===== src/rtl/ind_mem_ctrl.sv =====
module ind_mem_ctrl #(
  parameter int ADDR_W = 16
) (
  input  logic              clk,
  input  logic              rst_n,
  input  logic              host_sel,
  input  logic              host_we,
  input  logic              host_reg,
  input  logic [31:0]       host_wdata,
  output logic [31:0]       host_rdata,
  input  logic              slot_strobe,
  input  logic              maint,
  output logic [ADDR_W-1:0] mem_addr,
  output logic [31:0]       mem_wdata,
  output logic [3:0]        mem_be,
  output logic              mem_we,
  output logic              mem_re,
  input  logic [31:0]       mem_rdata
);

  localparam int BUSY_B  = 31;
  localparam int DIR_B   = 30;
  localparam int SIZE_B  = 29;
  localparam int ORDER_B = 28;

  logic              busy, rd_wait;
  logic              dir_q, size_q, order_q;
  logic [ADDR_W-1:0] addr_q;
  logic [31:0]       data_q;
  logic [31:0]       ctrl_view;

  wire ctrl_wr = host_sel & host_we & ~host_reg;
  wire data_wr = host_sel & host_we &  host_reg;
  wire issue   = busy & ~rd_wait & slot_strobe & ~maint;
  wire half_hi = ~(addr_q[0] ^ order_q);

  always_ff @(posedge clk) begin
    if (!rst_n) begin
      busy    <= 1'b0;
      rd_wait <= 1'b0;
      dir_q   <= 1'b0;
      size_q  <= 1'b0;
      order_q <= 1'b0;
      addr_q  <= '0;
      data_q  <= '0;
    end else begin
      if (rd_wait) begin
        data_q  <= mem_rdata;
        rd_wait <= 1'b0;
        busy    <= 1'b0;
      end else if (issue) begin
        if (dir_q) rd_wait <= 1'b1;
        else       busy    <= 1'b0;
      end
      if (ctrl_wr && !busy) begin
        busy    <= 1'b1;
        dir_q   <= host_wdata[DIR_B];
        size_q  <= host_wdata[SIZE_B];
        order_q <= host_wdata[ORDER_B];
        addr_q  <= host_wdata[ADDR_W-1:0];
      end
      if (data_wr && !busy) data_q <= host_wdata;
    end
  end

  always_comb begin
    ctrl_view              = '0;
    ctrl_view[ADDR_W-1:0]  = addr_q;
    ctrl_view[BUSY_B]      = busy;
    ctrl_view[DIR_B]       = dir_q;
    ctrl_view[SIZE_B]      = size_q;
    ctrl_view[ORDER_B]     = order_q;
  end

  assign host_rdata = host_reg ? data_q : ctrl_view;
  assign mem_addr   = addr_q;
  assign mem_wdata  = data_q;
  assign mem_we     = issue & ~dir_q;
  assign mem_re     = issue &  dir_q;
  assign mem_be     = (dir_q | ~size_q) ? 4'b1111 : (half_hi ? 4'b1100 : 4'b0011);


  strobe_excl_chk: assert property (@(posedge clk) disable iff (!rst_n)
    !(mem_we && mem_re));


  slot_only_chk: assert property (@(posedge clk) disable iff (!rst_n)
    (mem_we || mem_re) |-> (slot_strobe && !maint));


  one_shot_chk: assert property (@(posedge clk) disable iff (!rst_n)
    (mem_we || mem_re) |=> !(mem_we || mem_re));


  maint_hold_chk: assert property (@(posedge clk) disable iff (!rst_n)
    (busy && maint && !rd_wait) |=> busy);


  launch_chk: assert property (@(posedge clk) disable iff (!rst_n)
    (ctrl_wr && !busy) |=> busy);


  ctrl_locked_chk: assert property (@(posedge clk) disable iff (!rst_n)
    (ctrl_wr && busy) |=> ($stable(addr_q) && $stable(dir_q) && $stable(size_q) && $stable(order_q)));


  busy_clear_chk: assert property (@(posedge clk) disable iff (!rst_n)
    $fell(busy) |-> ($past(mem_we) || $past(rd_wait)));


  half_lane_chk: assert property (@(posedge clk) disable iff (!rst_n)
    (mem_we && size_q) |-> ($countones(mem_be) == 2));

endmodule


===== config.mk =====
export PLATFORM = sky130hd
export DESIGN_NAME = ind_mem_ctrl
export DESIGN_NICKNAME = d
export VERILOG_FILES = /design/src/rtl/ind_mem_ctrl.sv
export SDC_FILE = /design/constraint.sdc
export NUM_CORES = 1
export LEC_CHECK = 0
export BUFFER_PORTS_ARGS = -buffer_cell sky130_fd_sc_hd__buf_4
export CORE_ASPECT_RATIO = 0.9
export CORE_MARGIN = 2
export CORE_UTILIZATION = 30
export DETAILED_ROUTE_END_ITERATION = 16
export SKIP_LAST_GASP = 1
export SYNTH_ARGS = -nofsm -noshare
export SYNTH_HDL_FRONTEND = slang
export SYNTH_SLANG_ARGS = --single-unit
export TNS_END_PERCENT = 20

===== constraint.sdc =====
create_clock -name clk -period 1.48 [get_ports clk]
set_input_delay 0.296 -clock clk [delete_from_list [all_inputs] [get_ports clk]]
set_output_delay 0.296 -clock clk [all_outputs]
set_load 0.02 [all_outputs]

==> metrics, run 1 <==
post-DP HPWL between 5 and 6 mm; CTS sink cnt 53; crit-path most repeated cell buf_4; leakage about 2.2 nW; via count between 2,000 and 2,500; total power draw 0.00316 W; fin worst setup slack -116 ps; Yosys warning count 0; CTS buffer count 5; total iterations of the first detailed-routing run 4; CP Capture Type output port; H-tree Lvls 2; Peak VDD IR between 0.3 and 0.4 mV; RSZ-0062 raised after global routing yes; largest family of logic cells by synthesized area multiplexers; mapped cell area ~2700 sq um; fin nets around 500; Place WS around 17 ps; CP Launch Type register; clock slew at reported path FFs roughly 100 ps; die area roughly 9800 sq um; CP bufs+invs 2; CTS tree done; Layout fillers about 850; vias in the first global route between 2,000 and 2,500; post-synthesis adder-cell area fraction 0; vias per cell 4.55; largest stage delay on the critical path about 350 ps; # rows 32; relative max-transition margin 0.640; Max Fclk around 630 MHz; Clock Skew roughly 11 ps; CP cell instances nor4bb_4, buf_4, nor2b_4, buf_4; core area between 8000 and 9000 sq um; WP data required 1180 ps; post-synthesis simple-gate area fraction 0.159; Hold Path Class in2reg; Synth Instances roughly 280; share of layout cells above drive strength 1 0.471; DR iter-0 viols 59; Initial Util 0.312; failing checks negative setup slack; Diodes inserted 0; fin crit share 1.08; Reg2Reg Launch Point rd_wait$_SDFF_PP0_; status complete, but fails checks; Placer Congestion about 0.73; fin crit period roughly 1600 ps; flops & latches, synth 53; mean area per synthesized cell around 9.7 sq um; R2R setup slack roughly 200 ps; Die Height roughly 94 um; endpoints failing hold 0; final setup vio count 7; P&R area growth vs syn 52.5%; crit path DAT 1300 ps; register area share after synthesis 0.392; Clk Latency, worst-skew pair around 310 ps; total gr overflow 0; CTS Root Cell clkbuf_8; routed wire length between 7 and 8 mm; Max-Cap Viols 0; distinct cell type count after synthesis 23; synthesized net count 350; hold path start host_wdata[18]; Largest delay share family, worst path simple AND/OR/NAND/NOR gates; IO Pins about 160; CTS Hold Bufs 0; Min Hold Slack ~220 ps; post-synthesis mux area share 0.201; CP Class reg2out; Worst Setup SP rd_wait$_SDFF_PP0_; Die Width roughly 100 um; Buffers on Ports about 160; Post-Synth XOR/XNOR Area 0.00323; complex-gate fraction of the synthesized area 0.174; pin count of the biggest net entering global routing 54; All-Layer GR Usage 0.160; post-DR wirelength/cell around 14 um; initial antenna violation count 0; Routed Antenna Nets 0; slew at the pin closest to its max-slew limit approximately 540 ps; Power per Cell Area 765 nW/um^2; Slowest-stage cell, CP dfxtp_2; maximum fanout along the worst path 3; CTS max path bufs 2; Remaining DRCs 0; Slew Viols, Final 0; first-pass GRT wire length around 12 mm
report_power, final:
group | internal [W] | switching (W) | total (W)
Clock | 0.000424 | 0.000481 | 0.000906
Combinational | 0.000380 | 0.000333 | 0.000713
Sequential | 0.00149 | 0.0000500 | 0.00154
Total | 0.00229 | 0.000865 | 0.00316
stage by stage:
stage / cells / util / area (sq um) / setup TNS (ps)
after floorplan: 279 / - / 2710 / 0
after global placement: 539 / 0.459 / 3990 / 0
after detailed placement: 539 / 0.459 / 3990 / 0
after CTS: 548 / 0.473 / 4110 / -376
after global routing: 548 / 0.475 / 4130 / -1130
final: 548 / 0.475 / 4130 / -265
final cells by class:
| class | instances | area (sq um) | area share |
|---|---|---|---|
| flip-flops and latches | 53 | 1060 | 0.258 |
| multi-input cells | 199 | 1480 | 0.358 |
| clock inverters | 1 | 5.00 | 0.00121 |
| well taps | 119 | 149 | 0.0361 |
| repair buffers | 169 | 1340 | 0.323 |
| clock buffers | 7 | 96.3 | 0.0233 |
logic make-up after synthesis:
family | count (synthesis)
mux | 52
compound gates | 52
flops | 53
xor+xnor | 1
simple gates | 94
buf+inv | 27
flip-flops by register name (all words and copies together), names as in the netlist:
name / count
busy: 1
size_q: 1
dir_q: 1
order_q: 1
mem_wdata: 32
rd_wait: 1
mem_addr: 16
placed cells by master, fill, tap and decap left out:
cell type  synthesis  final
nand2_1           71     71
nor3b_1            2      2
and2_4             0      1
buf_12             0      5
o211a_1           32     32
and2_1            13     12
dfxtp_1           53     51
mux2i_1           32     32
o21a_1             1      1
nor2b_4            0      1
clkbuf_8           0      7
nand2b_1           1      1
and4bb_1           1      1
clkinv_2           0      1
a21boi_1          19     19
dfxtp_2            0      2
xnor2_1            1      1
nor4bb_4           0      1
buf_6              6      1
nand4bb_1          1      1
nand4b_1           1      1
mux2_2            20     20
buf_4             10    163
and3_1             1      1
nor2b_1            2      1
synth_stat cells (all sizes together):
library cell / instances / share of area
and3: 1 / 0.0023
xnor2: 1 / 0.0032
o211a: 32 / 0.12
nor2b: 2 / 0.0046
buf: 20 / 0.060
and2: 13 / 0.030
nor4bb: 1 / 0.0037
nor3b: 2 / 0.0055
clkbuf: 7 / 0.011
and4bb: 1 / 0.0046
nand4bb: 1 / 0.0042
nand2: 71 / 0.098
nand4b: 1 / 0.0032
o21a: 1 / 0.0028
mux2: 20 / 0.083
a21boi: 19 / 0.053
dfxtp: 53 / 0.39
nand2b: 1 / 0.0023
mux2i: 32 / 0.12
worst reg2reg max path: cells and delay by family, from the launching register on:
kind,cells,cell delay (ps)
AND/OR/NAND/NOR,1,70
AO/OA/AOI/OAI,1,120
flip-flops,1,370
multiplexers,1,250
buffers and inverters,2,370
metal layers:
metal,GRT usage,part of all wire
met4,0.0473,0.0097
met2,0.268,0.47
met5,0,0
met3,0.0354,0.059
met1,0.206,0.46
what timing repair did:
| action | in CTS | in global routing |
|---|---|---|
| buffers inserted | 1 | 0 |
| pin swaps | 1 | 0 |
| setup endpoints to repair | 7 | 14 |
| resized for setup | 2 | 4 |
final timing paths:
| path | to | depth (start not counted) |
|---|---|---|
| worst max-delay path | mem_we | 4 |
| worst max register to register | mem_wdata[2]$_SDFFE_PN0P_ | 5 |
| worst min-delay path | mem_wdata[18]$_SDFFE_PN0P_ | 2 |
| worst min register to register | mem_addr[9]$_SDFFE_PN0P_ | 2 |
Power figures use the tool's default switching activity.
==> run 2: changes to the inputs <==
--- a/config.mk
+++ b/config.mk
@@ -6,10 +6,13 @@
 export NUM_CORES = 1
 export LEC_CHECK = 0
 export BUFFER_PORTS_ARGS = -buffer_cell sky130_fd_sc_hd__buf_4
+export CELL_PAD_IN_SITES_DETAIL_PLACEMENT = 1
+export CELL_PAD_IN_SITES_GLOBAL_PLACEMENT = 1
 export CORE_ASPECT_RATIO = 0.9
 export CORE_MARGIN = 2
 export CORE_UTILIZATION = 30
 export DETAILED_ROUTE_END_ITERATION = 16
+export PLACE_DENSITY_LB_ADDON = 0.1
 export SKIP_LAST_GASP = 1
 export SYNTH_ARGS = -nofsm -noshare
 export SYNTH_HDL_FRONTEND = slang
==> metrics, run 2 (synthesized netlist as in run 1, its figures left out) <==
status complete, but fails checks (unchanged); failing checks negative setup slack (unchanged); fin worst setup slack -149 ps (was -116 ps); initial antenna violation count 0 (unchanged); final setup vio count 3 (was 7); vias per cell 4.69 (was 4.55); first-pass GRT wire length 13.5 mm (was 12.5 mm); total iterations of the first detailed-routing run 4 (unchanged); via count 2,572 (was 2,492); CTS Root Cell clkbuf_8 (unchanged); maximum fanout along the worst path 3 (unchanged); CP Launch Type register (unchanged); post-DR wirelength/cell 15.5 um (was 14.2 um); fin nets 499 (unchanged); fin crit share 1.10 (was 1.08); post-DP HPWL 6.34 mm (was 5.58 mm); Diodes inserted 0 (unchanged); CTS max path bufs 2 (unchanged); CTS sink cnt 53 (unchanged); CP Class reg2out (unchanged); Max Fclk 614 MHz (was 627 MHz); Buffers on Ports 156 (unchanged); core area 8690 sq um (unchanged); Initial Util 0.312 (unchanged); largest stage delay on the critical path 350 ps (about the same); Setup TNS -299 ps (was -265 ps); Remaining DRCs 0 (unchanged); CTS buffer count 5 (unchanged); H-tree Lvls 2 (unchanged); Die Width 104 um (unchanged); share of layout cells above drive strength 1 0.469 (was 0.471); slew at the pin closest to its max-slew limit 525 ps (was 540 ps); endpoints failing hold 0 (unchanged); P&R area growth vs syn 52.0% (was 52.5%); CTS tree done (unchanged); WP data required 1180 ps (about the same); vias in the first global route 2,674 (was 2,427); # rows 32 (unchanged); Slowest-stage cell, CP dfxtp_2 (unchanged); IO Pins 157 (unchanged); final core utilization 0.474 (was 0.475); die area 9800 sq um (unchanged); Max-Cap Viols 0 (unchanged); routed wire length 8.51 mm (was 7.81 mm); relative max-transition margin 0.650 (was 0.640); Slew Viols, Final 0 (unchanged); CP Capture Type output port (unchanged); max FFs per register 32 (unchanged); CP cell instances nor4bb_4, buf_4, nor2b_4, buf_6 (was nor4bb_4, buf_4, nor2b_4, buf_4); pin count of the biggest net entering global routing 54 (unchanged); most common cell after layout, fill and taps aside buf_4 (unchanged); All-Layer GR Usage 0.171 (was 0.160); RSZ-0062 raised after global routing yes (unchanged); leakage 2.18 nW (was 2.19 nW); total gr overflow 0 (unchanged); Peak VDD IR 0.370 mV (was 0.394 mV); Layout fillers 1,038 (was 846); Hold Path Class in2reg (unchanged); most frequent cells in the layout buf_4 (163), nand2_1 (71), dfxtp_1 (51), mux2i_1 (32), o211a_1 (32) (unchanged); Routed Antenna Nets 0 (unchanged); Die Height 94.1 um (unchanged); Clk Latency, worst-skew pair 300 ps (was 310 ps); crit path DAT 1330 ps (was 1300 ps); DR iter-0 viols 50 (was 59); CTS Hold Bufs 0 (unchanged); Clock Skew 10.5 ps (was 11.3 ps); fin crit period 1630 ps (was 1600 ps); clock slew at reported path FFs 100 ps (about the same); Placer Congestion 0.710 (was 0.734); Power per Cell Area 758 nW/um^2 (was 765 nW/um^2)
## run 2: cell types whose count changed in the layout (fill, tap and decap cells not counted), sizes merged
| cell | previous run | this run |
|---|---|---|
| clkbuf | 7 | 6 |
| clkinv | 1 | 2 |
## run 2: critical path: cells and delay by family, from the launching register on
family	cells	cell delay, ps
simple gates	2	410
flops	1	350
buf+inv	2	290
## run 2: cell type report
class                           count  area [sq um]  area share
Tap cell                          119           149      0.0362
Clock inverter                      2          13.8     0.00334
Timing Repair Buffer              169          1330       0.322
Clock buffer                        6          82.6      0.0201
Multi-Input combinational cell    199          1480       0.359
Sequential cell                    53          1070       0.259
## run 2: report_power, final
group          internal [W]  leakage (nW)  total, W  switching, W
Sequential          0.00149         0.433   0.00154     0.0000522
Clock              0.000381        0.0512  0.000864      0.000483
Combinational      0.000377          1.70  0.000714      0.000337
## run 2: worst paths after layout
| path | start | endpoint | slack, ps | depth (start not counted) |
|---|---|---|---|---|
| setup reg to reg | busy$_SDFFE_PN0P_ | mem_wdata[18]$_SDFFE_PN0P_ | 110 | 4 |
| hold / removal | host_wdata[17] | mem_wdata[17]$_SDFFE_PN0P_ | 230 | 2 |
| hold reg to reg | mem_addr[5]$_SDFFE_PN0P_ | mem_addr[5]$_SDFFE_PN0P_ | 470 | 2 |
| setup / recovery | rd_wait$_SDFF_PP0_ | mem_we | -150 | 4 |
## run 2: timing repair
| action | 4_1_cts | 5_1_grt |
|---|---|---|
| setup endpoints to repair | 2 | 8 |
| gates cloned | 0 | 0 |
| endpoints found under the hold margin | 0 | 0 |
| pin swaps | 1 | 0 |
| resized for setup | 7 | 0 |
| setup buffers | 3 | 0 |
## run 2: routing by layer
metal | global-route usage | vias to the layer above | share of wire
met4 | 0.0394 | 0 | 0.014
met2 | 0.317 | 95 | 0.50
met3 | 0.0451 | 8 | 0.061
met5 | 0 | - | 0
li1 | - | 1261 | -
met1 | 0.198 | 1208 | 0.43
## run 2: through the flow
step | setup slack [ps] | instances | hold WS [ps] | area, sq um | power (W)
floorplan | 56.6 | 279 | 431 | 2710 | 0.00193
global route | -213 | 548 | 210 | 4120 | 0.00327
CTS | -120 | 548 | 222 | 4120 | 0.00316
finish | -149 | 548 | 228 | 4120 | 0.00312
global placement | 98.6 | 537 | 457 | 3960 | 0.00227
detailed placement | 56.0 | 537 | 462 | 3960 | 0.00229
==> run 3: changes to the inputs <==
--- a/config.mk
+++ b/config.mk
@@ -5,12 +5,13 @@
 export SDC_FILE = /design/constraint.sdc
 export NUM_CORES = 1
 export LEC_CHECK = 0
+export ABC_AREA = 1
 export BUFFER_PORTS_ARGS = -buffer_cell sky130_fd_sc_hd__buf_4
 export CELL_PAD_IN_SITES_DETAIL_PLACEMENT = 1
 export CELL_PAD_IN_SITES_GLOBAL_PLACEMENT = 1
 export CORE_ASPECT_RATIO = 0.9
 export CORE_MARGIN = 2
-export CORE_UTILIZATION = 30
+export CORE_UTILIZATION = 29
 export DETAILED_ROUTE_END_ITERATION = 16
 export PLACE_DENSITY_LB_ADDON = 0.1
 export SKIP_LAST_GASP = 1
==> metrics, run 3 <==
relative max-transition margin 0.825 (was 0.650); Slew Viols, Final 0 (unchanged); Max Fclk 662 MHz (was 614 MHz); die area 10,800 sq um (was 9800 sq um); CTS sink cnt 53 (unchanged); fin nets 698 (was 499); top area cells in the synthesized netlist dfxtp_1 (37%), nand2_1 (21%), nand3_1 (11%) (was dfxtp_1 (39%), mux2i_1 (12%), o211a_1 (12%)); CP Capture Type output port (unchanged); most frequent cells in the layout buf_4 (174), nand2_1 (166), nand3_1 (65), dfxtp_1 (49), inv_1 (47) (was buf_4 (163), nand2_1 (71), dfxtp_1 (51), mux2i_1 (32), o211a_1 (32)); Hold Path Depth 3 (was 2); Synth Flop Type dfxtp_1 (unchanged); Remaining DRCs 0 (unchanged); Reg2Reg Launch Point busy$_SDFFE_PN0P_ (unchanged); register area share after synthesis 0.366 (was 0.392); top cell type's share of synthesized area 0.366 (was 0.392); pin count of the biggest net entering global routing 35 (was 54); H-tree Lvls 2 (unchanged); mean area per synthesized cell 6.12 sq um (was 9.70 sq um); fin worst setup slack -30.2 ps (was -149 ps); count leader, synth nand2_1 (unchanged); Hold Path Class in2reg (unchanged); GRT met2 Usage 0.347 (was 0.317); DR iter-0 viols 90 (was 50); clock slew at reported path FFs 100 ps (about the same); core area 9700 sq um (was 8690 sq um); Worst Setup SP order_q$_SDFFE_PN0P_ (was rd_wait$_SDFF_PP0_); met1 global-route usage 0.264 (was 0.198); CP Class reg2out (unchanged); leakage 2.39 nW (was 2.18 nW); share of layout cells above drive strength 1 0.325 (was 0.469); Finished Layout Cells 754 (was 548); Yosys warning count 0 (unchanged); routed wire length 11.2 mm (was 8.51 mm); fin crit period 1510 ps (was 1630 ps); CP Launch Type register (unchanged); first-pass GRT wire length 17.6 mm (was 13.5 mm); Power per Cell Area 784 nW/um^2 (was 758 nW/um^2); final setup vio count 5 (was 3); grt met3 use 0.0390 (was 0.0451); flops & latches, synth 53 (unchanged); Max-Cap Viols 0 (unchanged); most common cell after layout, fill and taps aside buf_4 (unchanged); WP data required 1180 ps (about the same); Clock Skew 9.58 ps (was 10.5 ps); crit path DAT 1210 ps (was 1330 ps); CTS tree done (unchanged); initial antenna violation count 0 (unchanged); IO Pins 157 (unchanged); via count 3,488 (was 2,572); endpoints failing hold 0 (unchanged); Placer Congestion 0.810 (was 0.710); distinct cell type count after synthesis 20 (was 23); CTS Hold Bufs 0 (unchanged); status complete, but fails checks (unchanged); Diodes inserted 0 (unchanged); Clk Latency, worst-skew pair 310 ps (was 300 ps); synthesized net count 545 (was 350); Synth Instances 474 (was 279); mapped cell area 2900 sq um (was 2710 sq um); vias in the first global route 3,497 (was 2,674); slew at the pin closest to its max-slew limit 261 ps (was 525 ps); ys async rst share 0 (unchanged); total gr overflow 0 (unchanged); Post-Place Cells 744 (was 537); P&R area growth vs syn 53.5% (was 52.0%); CTS buffer count 5 (unchanged); # rows 34 (was 32); hold path start host_wdata[5] (was host_wdata[17]); Buffers on Ports 156 (unchanged); Routed Antenna Nets 0 (unchanged); max FFs per register 32 (unchanged); Peak VDD IR 0.381 mV (was 0.370 mV); post-DP HPWL 8.58 mm (was 6.34 mm); All-Layer GR Usage 0.206 (was 0.171); GR peak layer met2 (unchanged); total iterations of the first detailed-routing run 4 (unchanged); RSZ-0062 raised after global routing yes (unchanged); Die Width 109 um (was 104 um); Synth area leader dfxtp_1 (unchanged); Initial Util 0.299 (was 0.312); CTS max path bufs 2 (unchanged); Die Height 98.9 um (was 94.1 um); maximum fanout along the worst path 3 (unchanged); vias per cell 4.63 (was 4.69); CTS Root Cell clkbuf_8 (unchanged); final core utilization 0.459 (was 0.474); post-DR wirelength/cell 14.9 um (was 15.5 um); most frequent cells after synthesis nand2_1 (166), nand3_1 (66), dfxtp_1 (53) (was nand2_1 (71), dfxtp_1 (53), mux2i_1 (32), o211a_1 (32), mux2_2 (20)); failing checks negative setup slack (unchanged); R2R cell count 7 (was 4); Post-synth EDFFs 0 (unchanged); fin crit share 1.02 (was 1.10)
[run 3: repair_timing]
item / CTS / global route
pin swaps: 0 / 3
buffers inserted: 1 / 1
setup endpoints to repair: 8 / 8
gates resized for setup: 7 / 7
[run 3: worst paths after layout]
kind	endpoint	slack [ps]
max	mem_be[0]	-30
min	mem_addr[5]$_SDFFE_PN0P_	240
max reg2reg	mem_wdata[15]$_SDFFE_PN0P_	130
min reg2reg	mem_wdata[13]$_SDFFE_PN0P_	500
[run 3: routing by layer]
metal  part of all wire  vias up
li1                   -     1774
met3              0.061       13
met5                  0        -
met2               0.47       93
met4              0.018        0
met1               0.45     1608
[run 3: power by group]
group	leakage [nW]	total [W]	internal (W)	switching (W)
registers	0.435	0.00157	0.00150	0.0000674
clock network	0.0574	0.00105	0.000551	0.000500
logic	1.90	0.000874	0.000403	0.000471
[run 3: through the flow]
step	hold slack, ps	total power (W)	instance area (sq um)	setup TNS [ps]	worst slack [ps]
3_3_place_gp	487	0.00245	4270	0	135
5_1_grt	229	0.00366	4450	-539	-89.5
3_5_place_dp	491	0.00247	4270	0	108
6_report	244	0.00349	4450	-106	-30.2
4_1_cts	233	0.00353	4420	-137	-28.4
2_1_floorplan	460	0.00202	2900	0	73.3
[run 3: cells by family (layout without fill, tap and decap cells)]
group	after synthesis	count (layout)	share of synthesized area
xor gates and xnor gates	1	1	0.00302
and+or+nand+nor	278	278	0.398
buffers and inverters	87	241	0.138
AOI/OAI and AO/OA	55	55	0.0949
DFF	53	53	0.366
[run 3: final cells by class]
cell class | count | area (sq um)
fillers | 1316 | 5250
flip-flops and latches | 53 | 1070
clock inverters | 2 | 37.5
repair buffers | 181 | 1440
inverters | 52 | 198
multi-input cells | 334 | 1470
well taps | 126 | 158
clock buffers | 6 | 82.6
[run 3: critical path, stage by stage, from the launching register on]
cell      delay (ps)
dfxtp_2          360
xor2_2           170
nand3b_1         190
buf_4            180
